--- config.mk ---
export PLATFORM = sky130hd
export DESIGN_NAME = video_sync_proc
export DESIGN_NICKNAME = d
export VERILOG_FILES = /design/src/rtl/vsync_pkg.sv /design/src/rtl/trs_decoder.sv /design/src/rtl/ext_sync_decoder.sv /design/src/rtl/sync_timing_core.sv /design/src/rtl/video_sync_proc.sv
export SDC_FILE = /design/constraint.sdc
export NUM_CORES = 1
export LEC_CHECK = 0
export BUFFER_PORTS_ARGS = -buffer_cell sky130_fd_sc_hd__buf_2
export CELL_PAD_IN_SITES_DETAIL_PLACEMENT = 0
export CELL_PAD_IN_SITES_GLOBAL_PLACEMENT = 1
export CORE_MARGIN = 2
export CORE_UTILIZATION = 46
export DETAILED_ROUTE_END_ITERATION = 10
export GPL_TIMING_DRIVEN = 0
export PLACE_DENSITY = 0.85
export SLEW_MARGIN = 10
export SYNTH_ARGS = -nofsm -noshare
export SYNTH_HDL_FRONTEND = slang
export SYNTH_SLANG_ARGS = --single-unit
--- constraint.sdc ---
create_clock -name clk -period 2.7 [get_ports clk]
set_clock_uncertainty 0.15 [all_clocks]
set_input_delay 0 -clock clk [delete_from_list [all_inputs] [get_ports clk]]
set_output_delay 0 -clock clk [all_outputs]
set_load 0.05 [all_outputs]
--- src/rtl/vsync_pkg.sv ---
package vsync_pkg;
  typedef struct packed {
    logic sav;   // start of active picture
    logic eav;   // end of active picture
    logic fld;   // raw field bit
    logic vbl;   // vertical blanking
  } tim_ev_t;

  localparam logic [7:0] CODE_LEAD = 8'hFF;
  localparam logic [7:0] CODE_ZERO = 8'h00;
  localparam int         BIT_FLD   = 6;
  localparam int         BIT_VBL   = 5;
  localparam int         BIT_HOR   = 4;
  localparam int         PREAMBLE  = 3;
endpackage

--- src/rtl/trs_decoder.sv ---
module trs_decoder
  import vsync_pkg::*;
(
  input  logic       clk,
  input  logic       rst_n,
  input  logic       in_valid,
  input  logic [7:0] in_data,
  output tim_ev_t    ev
);
  logic [7:0] hist [PREAMBLE];   // hist[0] newest
  logic       pre_ok;

  always_ff @(posedge clk or negedge rst_n) begin
    if (!rst_n) begin
      for (int i = 0; i < PREAMBLE; i++) hist[i] <= '0;
    end else if (in_valid) begin
      hist[0] <= in_data;
      for (int i = 1; i < PREAMBLE; i++) hist[i] <= hist[i-1];
    end
  end

  always_comb begin
    pre_ok = (hist[PREAMBLE-1] == CODE_LEAD);
    for (int i = 0; i < PREAMBLE - 1; i++)
      pre_ok = pre_ok && (hist[i] == CODE_ZERO);
    ev.sav = in_valid && pre_ok && !in_data[BIT_HOR];
    ev.eav = in_valid && pre_ok &&  in_data[BIT_HOR];
    ev.fld = in_data[BIT_FLD];
    ev.vbl = in_data[BIT_VBL];
  end
endmodule

--- src/rtl/ext_sync_decoder.sv ---
module ext_sync_decoder
  import vsync_pkg::*;
(
  input  logic    clk,
  input  logic    rst_n,
  input  logic    in_valid,
  input  logic    hblank,
  input  logic    vblank,
  input  logic    fid,
  output tim_ev_t ev
);
  logic hb_q;

  always_ff @(posedge clk or negedge rst_n) begin
    if (!rst_n)        hb_q <= 1'b0;
    else if (in_valid) hb_q <= hblank;
  end

  always_comb begin
    ev.sav = in_valid &&  hb_q && !hblank;
    ev.eav = in_valid && !hb_q &&  hblank;
    ev.fld = fid;
    ev.vbl = vblank;
  end
endmodule

--- src/rtl/sync_timing_core.sv ---
module sync_timing_core
  import vsync_pkg::*;
#(
  parameter int ACT_SAMPLES = 1440,
  parameter int LINES_525   = 525,
  parameter int LINES_625   = 625,
  parameter int LINE_CLKS   = 1716,
  parameter int MARGIN      = 64,
  localparam int AW    = $clog2(ACT_SAMPLES + 1),
  localparam int LW    = $clog2(LINES_625),
  localparam int LIMIT = LINE_CLKS + MARGIN,
  localparam int EW    = $clog2(LIMIT + 1)
)(
  input  logic          clk,
  input  logic          rst_n,
  input  logic          cfg_ext_mode,
  input  logic          cfg_std625,
  input  logic          cfg_fid_inv,
  input  logic          in_valid,
  input  logic [7:0]    in_data,
  input  tim_ev_t       ev,
  output logic          act_valid,
  output logic [7:0]    act_data,
  output logic [LW-1:0] line_cnt,
  output logic          field_odd,
  output logic          sol_pulse,
  output logic          sof_pulse,
  output logic          sync_err
);
  logic [AW-1:0] remain;
  logic          vbl_q;
  logic [LW-1:0] last_line;
  logic          odd_new;
  logic [EW-1:0] gap_cnt;

  assign last_line = cfg_std625 ? LW'(LINES_625 - 1) : LW'(LINES_525 - 1);
  assign odd_new   = (ev.fld == cfg_fid_inv);

  always_ff @(posedge clk or negedge rst_n) begin
    if (!rst_n) begin
      act_valid <= 1'b0;
      act_data  <= '0;
      line_cnt  <= '0;
      field_odd <= 1'b0;
      sol_pulse <= 1'b0;
      sof_pulse <= 1'b0;
      remain    <= '0;
      vbl_q     <= 1'b0;
    end else begin
      act_valid <= 1'b0;
      sol_pulse <= 1'b0;
      sof_pulse <= 1'b0;
      if (in_valid) begin
        act_data <= in_data;
        if (ev.sav) begin
          sol_pulse <= 1'b1;
          if (cfg_ext_mode) begin
            act_valid <= !vbl_q;
            remain    <= AW'(ACT_SAMPLES - 1);
          end else begin
            remain    <= AW'(ACT_SAMPLES);
          end
        end else if (remain != '0) begin
          act_valid <= !vbl_q;
          remain    <= remain - 1'b1;
        end
        if (ev.eav) begin
          remain <= '0;
          vbl_q  <= ev.vbl;
          if (odd_new != field_odd) begin
            sof_pulse <= 1'b1;
            field_odd <= odd_new;
          end
          if (odd_new && !field_odd)   line_cnt <= '0;
          else if (line_cnt >= last_line) line_cnt <= '0;
          else                          line_cnt <= line_cnt + 1'b1;
        end
      end
    end
  end

  // line-loss watch, embedded mode only
  always_ff @(posedge clk or negedge rst_n) begin
    if (!rst_n) begin
      gap_cnt  <= '0;
      sync_err <= 1'b0;
    end else begin
      if (cfg_ext_mode || ev.eav)   gap_cnt <= '0;
      else if (gap_cnt < EW'(LIMIT)) gap_cnt <= gap_cnt + 1'b1;
      sync_err <= !cfg_ext_mode && !ev.eav && (gap_cnt >= EW'(LIMIT));
    end
  end
endmodule

--- src/rtl/video_sync_proc.sv ---
module video_sync_proc
  import vsync_pkg::*;
#(
  parameter int ACT_SAMPLES = 1440,
  parameter int LINES_525   = 525,
  parameter int LINES_625   = 625,
  parameter int LINE_CLKS   = 1716,
  parameter int MARGIN      = 64,
  localparam int LW = $clog2(LINES_625)
)(
  input  logic          clk,
  input  logic          rst_n,
  input  logic          cfg_ext_mode,
  input  logic          cfg_std625,
  input  logic          cfg_fid_inv,
  input  logic          in_valid,
  input  logic [7:0]    in_data,
  input  logic          ext_hblank,
  input  logic          ext_vblank,
  input  logic          ext_fid,
  output logic          act_valid,
  output logic [7:0]    act_data,
  output logic [LW-1:0] line_cnt,
  output logic          field_odd,
  output logic          sol_pulse,
  output logic          sof_pulse,
  output logic          sync_err
);
  tim_ev_t emb_ev, ext_ev, sel_ev;

  trs_decoder u_trs (
    .clk(clk), .rst_n(rst_n), .in_valid(in_valid), .in_data(in_data), .ev(emb_ev)
  );

  ext_sync_decoder u_ext (
    .clk(clk), .rst_n(rst_n), .in_valid(in_valid),
    .hblank(ext_hblank), .vblank(ext_vblank), .fid(ext_fid), .ev(ext_ev)
  );

  assign sel_ev = cfg_ext_mode ? ext_ev : emb_ev;

  sync_timing_core #(
    .ACT_SAMPLES(ACT_SAMPLES), .LINES_525(LINES_525), .LINES_625(LINES_625),
    .LINE_CLKS(LINE_CLKS), .MARGIN(MARGIN)
  ) u_core (
    .clk(clk), .rst_n(rst_n), .cfg_ext_mode(cfg_ext_mode), .cfg_std625(cfg_std625),
    .cfg_fid_inv(cfg_fid_inv), .in_valid(in_valid), .in_data(in_data), .ev(sel_ev),
    .act_valid(act_valid), .act_data(act_data), .line_cnt(line_cnt),
    .field_odd(field_odd), .sol_pulse(sol_pulse), .sof_pulse(sof_pulse),
    .sync_err(sync_err)
  );
endmodule

==> results of run 1 <==
timing repair:
item                                    in CTS  in global routing
hold endpoints to repair                    82                  0
endpoints found under the setup margin       0                  9
hold buffers                                13                  0
gates resized for setup                      0                  2
cell usage after synthesis, types with 2 or more instances:
cell / count
sky130_fd_sc_hd__dfrtp_1: 63
sky130_fd_sc_hd__mux2_2: 26
sky130_fd_sc_hd__nor2_1: 24
sky130_fd_sc_hd__a21oi_1: 20
sky130_fd_sc_hd__inv_1: 17
sky130_fd_sc_hd__ha_1: 12
sky130_fd_sc_hd__nand2_1: 12
sky130_fd_sc_hd__o21ai_0: 11
sky130_fd_sc_hd__nor3_1: 9
sky130_fd_sc_hd__and3_1: 8
sky130_fd_sc_hd__buf_4: 8
sky130_fd_sc_hd__nand3_1: 8
sky130_fd_sc_hd__nor2b_1: 8
sky130_fd_sc_hd__xor2_1: 8
sky130_fd_sc_hd__nand4_1: 7
sky130_fd_sc_hd__a21o_1: 6
sky130_fd_sc_hd__clkbuf_1: 6
sky130_fd_sc_hd__a22o_1: 5
sky130_fd_sc_hd__a211oi_1: 4
sky130_fd_sc_hd__a221oi_1: 4
sky130_fd_sc_hd__a31oi_1: 3
sky130_fd_sc_hd__nor4_1: 3
sky130_fd_sc_hd__o21bai_1: 3
sky130_fd_sc_hd__a41o_1: 2
sky130_fd_sc_hd__a41oi_1: 2
sky130_fd_sc_hd__and2_1: 2
sky130_fd_sc_hd__buf_2: 2
sky130_fd_sc_hd__mux2i_1: 2
sky130_fd_sc_hd__nand4b_1: 2
sky130_fd_sc_hd__o21a_1: 2
sky130_fd_sc_hd__o22a_1: 2
sky130_fd_sc_hd__o31ai_1: 2
sky130_fd_sc_hd__or3_1: 2
sky130_fd_sc_hd__or4_4: 2
sky130_fd_sc_hd__xnor2_1: 2
critical path, cell delays in order, from the launching register on:
cell and delay, ps:
sky130_fd_sc_hd__dfrtp_1 400, sky130_fd_sc_hd__nand4bb_1 240, sky130_fd_sc_hd__nor4_4 480, sky130_fd_sc_hd__nand3_4 190, sky130_fd_sc_hd__o31a_1 370, sky130_fd_sc_hd__inv_2 180
sky130_fd_sc_hd__nor2_1 80, sky130_fd_sc_hd__a221oi_1 280
worst paths after layout:
kind,end,slack [ps]
min in group asynchronous,u_core.remain[4]$_DFFE_PN0P_,130
hold reg to reg,u_core.act_valid$_DFF_PN0_,300
max in group asynchronous,u_trs.hist[6]$_DFFE_PN0P_,1720
hold / removal,u_core.field_odd$_DFFE_PN0P_,50
setup / recovery,u_core.remain[7]$_DFFE_PN0P_,230
setup reg to reg,u_core.remain[7]$_DFFE_PN0P_,230
metrics by stage:
| stage | setup slack, ps | utilization (%) | instance area [um^2] |
|---|---|---|---|
| floorplan | 146.5 | - | 3369 |
| finish | 225.8 | 56.37 | 4045 |
| CTS | 139.6 | 56.23 | 4035 |
| global route | 14.28 | 56.37 | 4045 |
| global placement | 119.0 | 51.26 | 3679 |
| detailed placement | 183.4 | 51.30 | 3681 |
per-layer routing:
layer	track usage (%)	wire length, um	vias to the layer above
li1	-	-	1289
met1	25.80	3305	1312
met2	31.15	3415	54
met3	5.027	262	11
met4	8.141	119	0
met5	0	0	-
cell families (layout without fill, tap and decap cells):
family | count (synthesis) | count (layout) | share of synthesized area, %
mux | 28 | 28 | 9.283
compound gates | 75 | 75 | 15.15
fa+ha+maj | 12 | 12 | 4.456
flops | 63 | 63 | 46.79
simple gates | 99 | 99 | 16.86
buf+inv | 35 | 101 | 4.864
xor+xnor | 10 | 10 | 2.600
registers in the layout, summed over array words and instances, names as in the netlist:
name and count:
u_core.vbl_q 1, u_core.act_valid 1, u_trs.hist 16, u_core.gap_cnt 11, u_core.remain 11, u_core.field_odd 1, u_core.sync_err 1, u_ext.hb_q 1
u_core.line_cnt 10, u_core.sol_pulse 1, u_core.act_data 8, u_core.sof_pulse 1
where the power goes:
group | internal [mW] | leakage [nW] | total [mW] | switching, mW
sequential | 1.10 | 0.784 | 1.25 | 0.149
clock | 0.570 | 0.114 | 0.934 | 0.364
combinational | 0.291 | 0.985 | 0.760 | 0.469
area by class of cell:
cell class / count / area (um^2)
Buffer: 17 / 96.34
Clock buffer: 13 / 158.9
Clock inverter: 3 / 65.06
Fill cell: 630 / 3131
Inverter: 18 / 67.56
Multi-Input combinational cell: 224 / 1639
Sequential cell: 63 / 1577
Tap cell: 99 / 123.9
Timing Repair Buffer: 50 / 317.8
==> results by stage, run 1 <==
Timing:
- The count of endpoints failing hold in the final timing report is 0.
- The number of max-slew violations in the final report is 0.
- Setup repair after global routing left no endpoint under its margin.
- The highest attainable clock frequency is 0.4042 GHz.
- Across all hold checks on the routed design, the worst slack comes to 49.30 ps.
- The period utilization is 91.64%.
- The total setup violations reported at the end of the flow is 0.
- In this run the tightest slew margin relative to its limit is 45.75%.
- The minimum period implied by the final worst setup slack is 2474 ps.
- The final setup TNS is 0 ps.
- The transition time at the pin with the least slew margin is 813.7 ps.

CTS:
- The post-CTS setup buffer count is 0.
- The clock input transition at the sequential cells of the worst setup and hold paths is 70 ps.
- Clock tree synthesis found a total of 63 sinks.
- TritonCTS built the clock tree.
- The number of clock buffers added by TritonCTS is 9.
- The H-tree was split into 3 levels.
- The tree is rooted in a sky130_fd_sc_hd__clkbuf_8.
- The clock insertion delay at the later pin of the skew report is 340 ps.
- The maximum clock insertion buffer count is 2.

Die:
- The die footprint is 8025 um^2.
- The die is 89.59 um tall.
- The initial utilization of the core area, before any placement, comes to 46.96%.
- For this design the top-level I/O count stands at 40.
- The floorplan step defined a core boundary enclosing 7176 um^2.
- In this run the horizontal extent of the chip is 89.59 um.
- The floorplan has 31 rows.

Worst setup path:
- The worst setup path is launched from a register.
- The cell depth of the worst flop-to-flop path is 7.
- The critical path launch point is u_trs.hist[8]$_DFFE_PN0P_.
- The largest fanout of any net on the critical path is 8.
- The worst flop-to-flop path startpoint is u_trs.hist[8]$_DFFE_PN0P_.
- The data required time at the worst endpoint is 2780 ps.
- The arrival time of data at the critical path endpoint is 2560 ps.
- The worst setup path category is reg -> reg.
- STA classifies the critical path endpoint as a register.

Synth:
- Counting flops with a built-in enable in the synthesized netlist gives 0.
- By area the synthesized netlist is led by sky130_fd_sc_hd__dfrtp_1, sky130_fd_sc_hd__mux2_2, sky130_fd_sc_hd__ha_1.
- Among all flip-flop cells after synthesis, the most frequent one is sky130_fd_sc_hd__dfrtp_1.
- After synthesis the cells add up to 3369 um^2.
- Synthesis instantiated 58 different standard cells from the library.
- Summed over its instances, the top area cell type makes up 46.79% of the synthesized netlist area.
- The average instance in the mapped netlist occupies 10.46 um^2.
- The fraction of the yosys area taken by sequential cells is 46.79%.
- In this run, synthesis produced a sequential element count of 63.
- The share of synthesized flip-flops with an asynchronous set or reset is 100.0%.
- The synthesized netlist net count is 351.
- The number of cells produced by synthesis is 322.
- The top cell type by total area after synthesis is sky130_fd_sc_hd__dfrtp_1.
- The Yosys step of the flow raised 0 warnings.

Routing:
- Using the TritonRoute via totals, the vias-per-cell ratio works out to 5.474.
- The via total after detailed routing is 2666.
- After the first detailed-routing iteration, the DRC count stood at 110.
- The count of nets left with antenna violations after detail routing is 0.
- Wires add up to 7101 um.
- The number of remaining DRC errors is 0.
- The first TritonRoute pass finished after 4 iterations.
- The routed wire length per instance is 14.58 um.

Finish:
- The final layout contains 412 nets.
- Leaving out fill and tap cells, the most frequent cell in the layout is sky130_fd_sc_hd__dfrtp_1.
- The post-route netlist has 26.03% of its cells at a drive strength greater than 1.
- The filler-free cell count of the finished design is 487.
- The repair_antennas step left the layout with diodes totalling 0.
- Relative to the synthesized area, the layout overhead comes to 20.05%.
- The library cells used most frequently in the layout, excluding fill and tap cells, are sky130_fd_sc_hd__dfrtp_1, sky130_fd_sc_hd__buf_2, sky130_fd_sc_hd__mux2_2, sky130_fd_sc_hd__nor2_1, sky130_fd_sc_hd__a21oi_1.

Global route:
- For this run the aggregate overflow at the end of global routing stands at 0.
- The initial antenna violation count is 0.
- The overall routing resource usage is 19.67%.
- The first global-routing pass estimated 12090 um of wire.
- Entering global routing, the biggest net connects 64 pins.
- The via count of the first global-routing pass is 2561.

Power:
- The total chip power is 2.947 mW.
- The peak supply drop is 347.3 uV.
- Summed over all cells, the static leakage comes to 1.883 nW.
- The areal power density over the cells is 728.6 nW/um^2.

Placed design:
- The count of buffers inserted at the top-level ports is 37.
- Routability-driven placement finished with a final weighted congestion of 0.8451.
- The HPWL after detailed placement is 4795 um.
- The number of placed instances, taps included, is 458.

Min path:
- The worst hold path cell count is 5.
- In this run the most critical hold path is launched from ext_fid.
- The min-delay analysis places its worst path in the category in -> reg.

Flow run:
- The number of maximum-capacitance constraint violations is 0.

Run status:
- The run finished with clean final reports.
Note: power is estimated with default switching activity, not from simulation.
==> inputs of run 2 (changes only) <==
Clock period 2.7 ns to 2.6 ns, I/O delays scaled along.
==> run 2 against run 1 <==
Compared with the run above:
- count of clock-buffer cells in the layout unchanged
- global-route usage unchanged
- via count down 0.23%
- first-iteration DRC count up 30%
- sequential share of layout area down 0.18 points
- critical endpoint is now u_core.remain[6]$_DFFE_PN0P_
- final cell count up 0.41%
- power up 3.8%
- register-to-register slack worse by 110 ps
==> results by stage, run 2 (same netlist as run 1, synthesis figures left out) <==
Run status:
- The run finished with clean final reports.

Die:
- The horizontal extent of the die came to 89.59 um (unchanged).
- The number of core rows was 31 (unchanged).
- The top-level port count is 40 (unchanged).
- The starting utilization of the core area came to 46.96% (unchanged).
- The die footprint was 8025 um^2 (unchanged).
- The floorplan core area came to 7176 um^2 (unchanged).
- The die height is 89.59 um (unchanged).

CTS:
- The clock insertion delay at the later pin of the skew report is 350 ps (about the same).
- The number of clock sinks seen by CTS is 63 (unchanged).
- The clock buffer count from CTS is 9 (unchanged).
- The maximum clock insertion buffer count is 2 (unchanged).
- The root buffer cell is sky130_fd_sc_hd__clkbuf_8.
- The clock input transition at the sequential cells of the worst setup and hold paths is 70 ps (about the same).
- The count of H-tree levels built during CTS came to 3 (unchanged).
- TritonCTS built the clock tree.

Finish:
- In the layout the commonest cells are sky130_fd_sc_hd__dfrtp_1, sky130_fd_sc_hd__buf_2, sky130_fd_sc_hd__mux2_2, sky130_fd_sc_hd__nor2_1, sky130_fd_sc_hd__a21oi_1.
- Leaving out fill and tap cells, the most frequent cell in the layout is sky130_fd_sc_hd__dfrtp_1.
- More flip-flops sit in one register than any other, and that register is u_trs.hist.
- The number of fillers in the final layout is 628 (-0.32%).
- Compared with the post-synthesis result, the final layout area differs by 20.61%.
- The antenna diode count was 0 (unchanged).
- The largest registers in the layout are u_trs.hist: 16 flops, u_core.gap_cnt: 11 flops, u_core.remain: 11 flops.
- The number of flip-flops in the largest register is 16 (unchanged).
- The number of nets in the layout is 414 (+0.49%).
- The share of final-layout standard cells stronger than drive strength 1 came to 26.67% (+0.64 points).
- The post-layout utilization of the core is 56.63% (+0.26 points).

Global route:
- The via count of the first global-routing pass is 2561 (unchanged).
- The overflow left after global routing is 0 (unchanged).
- The overall routing resource usage is 19.67% (unchanged).
- The initial antenna violation count came to 0 (unchanged).
- The first-pass GRT wire length is 12090 um (unchanged).
- The pin count of the biggest net entering global routing was 64 (unchanged).

Routing:
- The first-iteration detailed-routing DRC count is 143 (+30%).
- The via total after detailed routing came to 2660 (-0.23%).
- The number of remaining DRC errors was 0 (unchanged).
- The routed wire length per instance is 14.56 um (-0.14%).
- The count of TritonRoute iterations in the first routing pass came to 4 (unchanged).
- The count of nets left with antenna violations after detail routing is 0 (unchanged).
- The number of vias per cell was 5.440 (-0.63%).
- The routed wire length is 7120 um (+0.27%).

Timing:
- The number of max-slew violations in the final report is 0 (unchanged).
- Setup repair after global routing left no endpoint under its margin.
- The headroom to the max-slew limit is 46.67% (+0.91 points).
- The transition time at the pin with the least slew margin is 800.0 ps (-13.73 ps).
- The highest attainable clock frequency is 0.4032 GHz (-0.25%).
- The final setup TNS was 0 ps (unchanged).
- The minimum period implied by the final worst setup slack is 2480 ps (+6.255 ps).
- The period utilization was 95.40% (+3.8 points).
- The count of endpoints failing hold in the final timing report is 0 (unchanged).
- The total setup violations reported at the end of the flow was 0 (unchanged).

Min path:
- The path type of the worst min-delay path is in -> reg.
- The worst hold path cell count is 5 (unchanged).

Worst setup path:
- The largest fanout of any net on the critical path was 10 (+2).
- The arrival time of data at the critical path endpoint is 2580 ps (+20 ps).
- The data required time at the worst endpoint is 2700 ps (-80 ps).
- The critical path in this run is classified as reg -> reg.
- The cell depth of the worst flop-to-flop path is 6 (-1).
- The kind of capture point of the worst setup path is a register.
- The startpoint type of the worst setup path is a register.

Placed design:
- The final weighted congestion in routability-driven placement is 0.8451 (unchanged).
- The half-perimeter wire length of the detailed placement result is 4795 um (unchanged).
- The count of buffers inserted at the top-level ports was 37 (unchanged).

Power:
- The peak supply drop is 359.1 uV (+3.4%).
- The areal power density over the cells came to 752.9 nW/um^2 (+3.3%).
- The static leakage is 1.896 nW (+0.72%).
- The total chip power was 3.060 mW (+3.8%).

Flow run:
- The number of maximum-capacitance constraint violations is 0 (unchanged).
run 2: changes by cell type in the layout (fill, tap and decap cells not counted):
cell | before | now
sky130_fd_sc_hd__o21ai_2 | 0 | 1
sky130_fd_sc_hd__o21ai_1 | 1 | 0
sky130_fd_sc_hd__buf_4 | 9 | 11
run 2: final cells by class:
class	count	area, um^2	area share (%)
buffer	17	96.34	2.371
clock buffer	13	158.9	3.910
clock inverter	3	65.06	1.601
inverter	18	67.56	1.663
multi-input combinational	224	1643	40.42
sequential	63	1577	38.79
tap	99	123.9	3.048
timing repair buffer	52	332.8	8.190
run 2: final timing paths:
path                       slack [ps]                           end                           start
max                               120  u_core.remain[6]$_DFFE_PN0P_  u_core.act_data[5]$_DFFE_PN0P_
min                                50  u_core.field_odd$_DFFE_PN0P_                         ext_fid
max reg2reg                       120  u_core.remain[6]$_DFFE_PN0P_  u_core.act_data[5]$_DFFE_PN0P_
min reg2reg                       310    u_core.act_valid$_DFF_PN0_        u_core.vbl_q$_DFFE_PN0P_
max in group asynchronous        1630     u_trs.hist[6]$_DFFE_PN0P_                           rst_n
min in group asynchronous         130  u_core.remain[4]$_DFFE_PN0P_                           rst_n
run 2: layer usage:
layer	share of wire (%)	GRT usage [%]
met1	46	25.80
met2	48	31.15
met3	3.9	5.027
met4	1.7	8.141
met5	0	0
run 2: worst max-delay path: stages (launching register included):
cell,delay [ps]
sky130_fd_sc_hd__dfrtp_1,410
sky130_fd_sc_hd__nor3_1,530
sky130_fd_sc_hd__nor3b_1,260
sky130_fd_sc_hd__a311o_2,250
sky130_fd_sc_hd__nand2_4,100
sky130_fd_sc_hd__or4_1,470
sky130_fd_sc_hd__a211oi_1,230
run 2: through the flow:
stage | hold WS, ps | area, um^2 | cells | setup WS (ps)
2_1_floorplan | -445.6 | 3369 | 322 | 46.51
3_3_place_gp | 81.12 | 3679 | 458 | 18.99
3_5_place_dp | -7.459 | 3681 | 458 | 83.35
4_1_cts | 43.34 | 4035 | 487 | 39.65
5_1_grt | 73.41 | 4064 | 489 | 4.234
6_report | 48.84 | 4064 | 489 | 119.5
run 2: repair_timing:
action                                 in CTS  in global routing
hold buffers                               13                  0
setup endpoints to repair                   0                 10
buffers inserted                            0                  2
resized for setup                           0                  3
endpoints found under the hold margin      82                  0
run 2: report_power, final:
group	switching, mW	internal [mW]
clock	0.376	0.592
sequential	0.153	1.15
combinational	0.490	0.303
